[src/rtl/dsl_pkg.sv]
package dsl_pkg;
  typedef enum logic [1:0] {
    RX_IDLE  = 2'd0,
    RX_SHIFT = 2'd1,
    RX_FULL  = 2'd2
  } rx_state_t;
endpackage

[src/rtl/dsl_sync.sv]
module dsl_sync #(
  parameter int            W       = 1,
  parameter int            STAGES  = 2,
  parameter logic [W-1:0]  RST_VAL = '0
) (
  input  logic         clk,
  input  logic         rst_n,
  input  logic [W-1:0] d,
  output logic [W-1:0] q
);
  logic [W-1:0] stg [STAGES];

  always_ff @(posedge clk or negedge rst_n) begin
    if (!rst_n) begin
      for (int i = 0; i < STAGES; i++) stg[i] <= RST_VAL;
    end else begin
      stg[0] <= d;
      for (int i = 1; i < STAGES; i++) stg[i] <= stg[i-1];
    end
  end

  assign q = stg[STAGES-1];
endmodule

[src/rtl/dsl_frame_rx.sv]
module dsl_frame_rx
  import dsl_pkg::*;
#(
  parameter int ADDR_W  = 5,
  parameter int CODE_W  = 14,
  localparam int FRAME_W = ADDR_W + CODE_W,
  localparam int CNT_W   = $clog2(FRAME_W + 1)
) (
  input  logic              clk,
  input  logic              rst_n,
  input  logic              fs_n,
  input  logic              sck,
  input  logic              sd,
  input  logic              bc,
  output logic              wr_en,
  output logic              wr_all,
  output logic [ADDR_W-1:0] wr_addr,
  output logic [CODE_W-1:0] wr_code,
  output logic [CNT_W-1:0]  bit_cnt
);
  rx_state_t          state;
  logic               fs_q, sck_q;
  logic [FRAME_W-2:0] shreg;
  logic [FRAME_W-1:0] word;
  logic               fs_fall, sck_fall;

  // Both samples reset low so a select held low across reset is never an edge.
  assign fs_fall  = fs_q & ~fs_n;
  assign sck_fall = sck_q & ~sck;
  assign word     = {shreg, sd};

  always_ff @(posedge clk or negedge rst_n) begin
    if (!rst_n) begin
      state   <= RX_IDLE;
      fs_q    <= 1'b0;
      sck_q   <= 1'b0;
      shreg   <= '0;
      bit_cnt <= '0;
      wr_en   <= 1'b0;
      wr_all  <= 1'b0;
      wr_addr <= '0;
      wr_code <= '0;
    end else begin
      fs_q  <= fs_n;
      sck_q <= sck;
      wr_en <= 1'b0;
      unique case (state)
        RX_IDLE: begin
          if (fs_fall) begin
            state   <= RX_SHIFT;
            bit_cnt <= '0;
          end
        end
        RX_SHIFT: begin
          if (fs_n) begin
            state <= RX_IDLE;                 // short frame dropped
          end else if (sck_fall) begin
            shreg <= word[FRAME_W-2:0];
            if (bit_cnt == CNT_W'(FRAME_W - 1)) begin
              state   <= RX_FULL;
              bit_cnt <= CNT_W'(FRAME_W);
              wr_en   <= 1'b1;
              wr_all  <= bc;
              wr_addr <= word[FRAME_W-1 -: ADDR_W];
              wr_code <= word[CODE_W-1:0];
            end else begin
              bit_cnt <= bit_cnt + 1'b1;
            end
          end
        end
        RX_FULL: begin
          if (fs_n) state <= RX_IDLE;         // wait for a fresh select
        end
        default: state <= RX_IDLE;
      endcase
    end
  end
endmodule

[src/rtl/dsl_chan_bank.sv]
module dsl_chan_bank #(
  parameter int NUM_CH = 32,
  parameter int ADDR_W = 5,
  parameter int CODE_W = 14
) (
  input  logic                     clk,
  input  logic                     rst_n,
  input  logic                     wr_en,
  input  logic                     wr_all,
  input  logic [ADDR_W-1:0]        wr_addr,
  input  logic [CODE_W-1:0]        wr_code,
  output logic [NUM_CH*CODE_W-1:0] codes,
  output logic [NUM_CH-1:0]        upd
);
  for (genvar g = 0; g < NUM_CH; g++) begin : g_ch
    logic              hit;
    logic [CODE_W-1:0] code_q;

    assign hit = wr_en && (wr_all || (wr_addr == ADDR_W'(g)));

    always_ff @(posedge clk or negedge rst_n) begin
      if (!rst_n) begin
        code_q <= '0;
        upd[g] <= 1'b0;
      end else begin
        upd[g] <= hit;
        if (hit) code_q <= wr_code;
      end
    end

    assign codes[g*CODE_W +: CODE_W] = code_q;
  end
endmodule

[src/rtl/dac_serial_loader.sv]
module dac_serial_loader #(
  parameter int NUM_CH      = 32,
  parameter int CODE_W      = 14,
  parameter int SYNC_STAGES = 2,
  localparam int ADDR_W  = $clog2(NUM_CH),
  localparam int FRAME_W = ADDR_W + CODE_W,
  localparam int CNT_W   = $clog2(FRAME_W + 1)
) (
  input  logic                     clk,
  input  logic                     rst_n,
  input  logic                     frame_n,
  input  logic                     sclk,
  input  logic                     sdata,
  input  logic                     bcast,
  output logic [NUM_CH*CODE_W-1:0] ch_code,
  output logic [NUM_CH-1:0]        ch_upd
);
  logic              rst_int_n;
  logic [3:0]        pin_s;
  logic              wr_en, wr_all;
  logic [ADDR_W-1:0] wr_addr;
  logic [CODE_W-1:0] wr_code;
  logic [CNT_W-1:0]  rx_bit_cnt;

  // Reset: asserted at once, released after SYNC_STAGES clock edges.
  dsl_sync #(.W(1), .STAGES(SYNC_STAGES), .RST_VAL(1'b0)) u_rst_sync (
    .clk(clk), .rst_n(rst_n), .d(1'b1), .q(rst_int_n)
  );

  dsl_sync #(.W(4), .STAGES(SYNC_STAGES), .RST_VAL(4'b0000)) u_pin_sync (
    .clk(clk), .rst_n(rst_int_n),
    .d({bcast, sdata, sclk, frame_n}), .q(pin_s)
  );

  dsl_frame_rx #(.ADDR_W(ADDR_W), .CODE_W(CODE_W)) u_rx (
    .clk(clk), .rst_n(rst_int_n),
    .fs_n(pin_s[0]), .sck(pin_s[1]), .sd(pin_s[2]), .bc(pin_s[3]),
    .wr_en(wr_en), .wr_all(wr_all), .wr_addr(wr_addr), .wr_code(wr_code),
    .bit_cnt(rx_bit_cnt)
  );

  dsl_chan_bank #(.NUM_CH(NUM_CH), .ADDR_W(ADDR_W), .CODE_W(CODE_W)) u_bank (
    .clk(clk), .rst_n(rst_int_n),
    .wr_en(wr_en), .wr_all(wr_all), .wr_addr(wr_addr), .wr_code(wr_code),
    .codes(ch_code), .upd(ch_upd)
  );
endmodule

[config.mk]
export PLATFORM = sky130hd
export DESIGN_NAME = dac_serial_loader
export DESIGN_NICKNAME = d
export VERILOG_FILES = /design/src/rtl/dsl_pkg.sv /design/src/rtl/dsl_sync.sv /design/src/rtl/dsl_frame_rx.sv /design/src/rtl/dsl_chan_bank.sv /design/src/rtl/dac_serial_loader.sv
export SDC_FILE = /design/constraint.sdc
export NUM_CORES = 1
export LEC_CHECK = 0
export BUFFER_PORTS_ARGS = -buffer_cell sky130_fd_sc_hd__buf_4
export CORE_MARGIN = 2
export CORE_UTILIZATION = 57
export DETAILED_ROUTE_END_ITERATION = 10
export PLACE_DENSITY_LB_ADDON = 0.08
export SYNTH_ARGS = -nofsm -noshare
export SYNTH_HDL_FRONTEND = slang
export SYNTH_SLANG_ARGS = --single-unit
[constraint.sdc]
create_clock -name clk -period 42.1 [get_ports clk]
set_input_delay 6.315 -clock clk [delete_from_list [all_inputs] [get_ports clk]]
set_output_delay 6.315 -clock clk [all_outputs]
set_load 0.02 [all_outputs]
== Word level (Yosys, flattened, before mapping) ==
Index checks and enable logic that the tools add are counted.

* Register bits: 538
* Latch bits: 0
* Memory bits (writable): 0
* ROM bits: 0
* Input port bits: 6
* Output and inout bits: 480
* Logic and storage cells: 208
* Memories: 0

* Add/sub/neg operators: 1
* $mul: 0
* Divide/modulo/power cells: 0
* $lt $le $gt $ge: 0
* Equality and inequality tests: 40
* Shifts and indexed selects: 0
* Multiplexer cells: 15
* Bitwise logic cells: 4
* Reduce and logical (&&, ||, !) cells: 71

{| class="wikitable"
|+ Operator list
! cell !! number
|-
| == test 5 bit (second input constant) || 17
|-
| == test 5 x 4 -> 1 bit (second input constant) || 8
|-
| logical AND 1 bit || 32
|-
| logical OR 1 bit || 32
|-
| == test 5 x 3 -> 1 bit (second input constant) || 4
|-
| 2-to-1 mux 5 bit || 4
|-
| AND reduction 4 bit || 3
|-
| == test 5 x 2 -> 1 bit (second input constant) || 2
|-
| 2-to-1 mux 2 bit || 5
|-
| case mux 5 bit (2 select lines) || 1
|-
| inequality test 3 x 2 -> 1 bit (second input constant) || 2
|-
| case mux 2 bit (3 select lines) || 1
|-
| adder 5 x 1 -> 5 bit (second input constant) || 1
|-
| == test 5 x 1 -> 1 bit (second input constant) || 1
|-
| zero test 5 bit || 1
|-
| 2-to-1 mux 1 bit || 4
|-
| inequality test 2 x 1 -> 1 bit (second input constant) || 2
|-
| inequality test 2 bit (second input constant) || 2
|-
| AND reduction 3 bit || 1
|-
| AND 1 bit || 2
|-
| == test 2 x 1 -> 1 bit (second input constant) || 1
|-
| == test 2 bit (second input constant) || 1
|-
| zero test 2 bit || 1
|-
| inverter 1 bit || 2
|-
| nonzero test 2 bit || 1
|}

== Depth between registers and ports, before layout ==
* Word-level depth: 5
* Mapped depth: 7

== By module ==
From an unflattened synthesis, not the netlist that was laid out.

* Cells, all modules: 2,478
* Area total of the unflattened synthesis: 23,172.2 sq um

{| class="wikitable"
|+ By module, submodules not included
! module !! instances !! cells an instance !! area each (sq um)
|-
| dsl_chan_bank || 1 || 2,298 || 20,893.8
|-
| dsl_frame_rx || 1 || 165 || 1,994.4
|-
| dsl_sync at u_pin_sync || 1 || 12 || 230.2
|-
| dsl_sync at u_rst_sync || 1 || 2 || 50.0
|-
| dac_serial_loader || 1 || 1 || 3.8
|}

== Worst setup path before layout ==
No wires, ideal clock.

* Path type: register to output
* From: register u_bank.g_ch[1].code_q[4]
* To: output port ch_code[18]
* Arrival: 0.438 ns
* Data required time: 35.785 ns
* Setup slack: 35.347 ns
* Cell stages (with the launch flop): 1
* Cells stage by stage: dfrtp_1

{| class="wikitable"
|+ RTL lines
! element !! RTL line !! RTL
|-
| from (decl) || dsl_chan_bank.sv:17 || <nowiki>logic [CODE_W-1:0] code_q;</nowiki>
|-
| from (signal assigned) || dsl_chan_bank.sv:27 || <nowiki>if (hit) code_q <= wr_code;</nowiki>
|-
| to (decl) || dac_serial_loader.sv:15 || <nowiki>output logic [NUM_CH*CODE_W-1:0] ch_code,</nowiki>
|}

No word-level cell between the ends.

== Worst setup path in the final report ==
* From: register u_bank.g_ch[3].code_q[7]
* To: output port ch_code[49]

{| class="wikitable"
|+ RTL lines
! element !! RTL line
|-
| from (decl) || dsl_chan_bank.sv:17
|-
| from (signal assigned) || dsl_chan_bank.sv:27
|}

No word-level cell between the ends.

==> impl_metrics.json <==
{
  "finalNonFillerCells": 2243,
  "slew_viol_final": 0,
  "viasPerCell": 6.30,
  "fmax_mhz": 133,
  "pwr-share-seq_pct": 52.3,
  "cap_violations": 0,
  "wl_per_cell_um": 28.4,
  "required_ns": 35.78,
  "min_path_type": "reg -> reg",
  "yosys.area.top_type": "dfrtp_1",
  "cts_sinks": 538,
  "finalCritPeriodShare_pct": 17.9,
  "gr-total-overflow": 0,
  "r2r_end": "u_bank.g_ch[18].code_q[13]",
  "synth_cells": 1322,
  "grtUsageTotal_pct": 34.8,
  "r2r_cells": 3,
  "seq_area_sq_mm": 0.0135,
  "synth_edf_count": 0,
  "power.share.combinational_pct": 1.2,
  "power_density_mw_per_mm2": 39.4,
  "rows": 68,
  "grt_pass1_wl_um": 94200,
  "cp_max_fo": 2,
  "power_mw": 0.996,
  "antenna_found_initial": 0,
  "grt_start_max_net_pins": 82,
  "dp_hpwl_um": 39700,
  "cts_buffers": 52,
  "synth_area_sq_mm": 0.0200,
  "setup.worst_path.end": "ch_code[49]",
  "skew_ns": 0.0201,
  "switching_share_pct": 20.7,
  "synth.area.top_cells": "dfrtp_1 67%, o2bb2ai_1 18%, o2bb2ai_2 2.7%",
  "port_buffers": 485,
  "clk_latency_ns": 0.57,
  "drt_iter0_markers": 1080,
  "fillers": 2324,
  "placedInstanceArea_sq_mm": 0.0236,
  "multi_input_area_sq_mm": 0.00559,
  "core_area_sq_mm": 0.0345,
  "cts_tree": "yes",
  "final_cell_area_sq_mm": 0.0253,
  "ys_seq_elements": 538,
  "final_nets": 1759,
  "rsz0062_at_grt": "no",
  "yosysTopAreaCellShare_pct": 67.3,
  "yosysUniqueCellTypes": 42,
  "maxSlewHeadroom_pct": 11.1,
  "final_core_utilization_pct": 73.2,
  "htreeDepth": 2,
  "grt_pass1_vias": 14300,
  "clkSlewWorstSetupHoldPaths_ns": 0.06,
  "clockBufferDepth": 3,
  "r2r-start": "u_rst_sync.q",
  "status": "complete, no violations",
  "start_util_pct": 57.9,
  "drive_above_1_share_pct": 40.4,
  "p_leak_nw": 12.4,
  "power_switching_mw": 0.206,
  "yosysSeqAreaShare_pct": 67.3,
  "drc": 0,
  "die-area_sq_mm": 0.0366,
  "vdd_drop_max_v": 0.0000376,
  "hold_viol": 0,
  "crit_chain": "buf_4",
  "clockPowerShare_pct": 46.5,
  "worstSetupPathType": "reg -> out",
  "cp_num_cells": 1,
  "root_buffer": "clkbuf_16",
  "syn_nets": 1330,
  "setup.worst_path.start": "u_bank.g_ch[3].code_q[7]",
  "antenna_left": 0,
  "path_buf_inv": 1,
  "insertedDiodeCount": 0,
  "gp_congestion": 0.864,
  "syn2layout_area_growth_pct": 26.5,
  "slowest_delay_ns": 0.45,
  "ys_warn_count": 0,
  "r2r_slack_ns": 38.41,
  "via_count": 14100,
  "crit_slowest_cell": "dfrtp_1",
  "die_x_um": 191,
  "cp-start-kind": "register",
  "syn_avg_cell_area_sq_um": 15.1,
  "tightest_slew_ns": 1.33,
  "crit_family": "flip-flops",
  "synthFlopType": "dfrtp_1",
  "first_pass_iters": 5,
  "wirelength_um": 63800,
  "pin_count": 486,
  "period_needed_ns": 7.52,
  "critPathCaptureType": "output pin",
  "finalSetupViolations": 0,
  "cts_resized": 0,
  "hold_buffers": 0,
  "async_flop_share_pct": 100,
  "post_cts_buffers": 0,
  "placed_cells": 2152,
  "crit_arrival_ns": 1.21,
  "p_int_mw": 0.790,
  "fin_setup_tns_ns": 0,
  "die_y_um": 191
}
==> routing by layer <==
layer  vias up  global-route usage [%]  wire length [um]
li1       5854                       -                 -
met1      7395                    46.7             24900
met2       721                    55.1             30700
met3       155                    7.42              5280
met4         0                    15.3              2960
met5         -                       0                 0
==> Yosys cell counts, drive strengths merged (2+ instances only) <==
| library cell | n |
|---|---|
| mux2 | 38 |
| and2 | 3 |
| o221ai | 2 |
| buf | 64 |
| nand2b | 3 |
| and3b | 6 |
| o21a | 2 |
| nand2 | 16 |
| nor2 | 2 |
| a22o | 2 |
| clkbuf | 52 |
| a21oi | 65 |
| nor2b | 3 |
| and3 | 3 |
| o2bb2ai | 449 |
| nor3b | 5 |
| dfrtp | 538 |
| dlygate4sd1 | 19 |
| ha | 2 |
| inv | 36 |
==> power groups by stage <==
stage          combinational [mW]  clock, mW  sequential (mW)
6_report                   0.0118      0.463            0.521
5_1_grt                    0.0140      0.488            0.521
4_1_cts                    0.0125      0.467            0.521
3_5_place_dp               0.0124          0            0.531
3_3_place_gp               0.0121          0            0.531
2_1_floorplan             0.00206          0            0.537
==> layout make-up <==
type	instances	share of cell area (%)
sequential	538	53.3
multi-input combinational	612	22.1
timing repair buffer	511	15.2
clock buffer	78	6.09
tap	455	2.25
clock inverter	13	0.584
inverter	36	0.535
==> cells in the final DEF, fill, tap and decap left out, types with 4 or more instances in the layout <==
master     instances
clkbuf_8          12
inv_1             36
a21oi_2           26
nand2_2           14
o2bb2ai_1        413
a21oi_4            8
dfrtp_1          537
nor3b_4            4
clkbuf_1          13
clkbuf_16         53
o2bb2ai_2         36
mux2_2            38
buf_4            511
a21oi_1           31
clkinv_2           7
==> per-stage QoR <==
stage          setup slack, ns  hold slack, ns
2_1_floorplan            25.99           0.331
3_3_place_gp             35.17           0.332
3_5_place_dp             35.18           0.336
4_1_cts                  34.57           0.350
5_1_grt                  34.56           0.363
6_report                 34.58           0.348
==> state kept, by name, summed over array words and instances (netlist names), 2 cells and up <==
name and count:
u_rx.wr_code 14, u_bank.g_ch.code_q 448, u_rx.state 2, u_rx.bit_cnt 5, u_pin_sync.stg 4, u_rx.wr_addr 5, u_bank.upd 32, u_rx.shreg 18
u_pin_sync.q 4
==> how the worst min path moves through the flow <==
stage	from	endpoint	slack, ns	cells past startpoint
floorplan	u_pin_sync.stg[4]	u_pin_sync.q[0]	0.33	0
global placement	u_pin_sync.stg[5]	u_pin_sync.q[1]	0.33	0
detailed placement	u_pin_sync.stg[6]	u_pin_sync.q[2]	0.34	0
CTS	u_pin_sync.stg[6]	u_pin_sync.q[2]	0.35	0
global route	u_pin_sync.stg[4]	u_pin_sync.q[0]	0.36	0
finish	u_pin_sync.stg[6]	u_pin_sync.q[2]	0.35	0
==> logic make-up after synthesis <==
group                      after synthesis  share of synthesized area [%]
muxes                                   38                           2.14
xor gates and xnor gates                 1                         0.0438
and+or+nand+nor                         47                           1.70
DFF                                    538                           67.3
buffers and inverters                  172                           4.93
AOI/OAI and AO/OA                      523                           23.7
adders and majority gates                2                          0.125
other                                    1                         0.0188
Note: power is estimated with default switching activity, not from simulation.
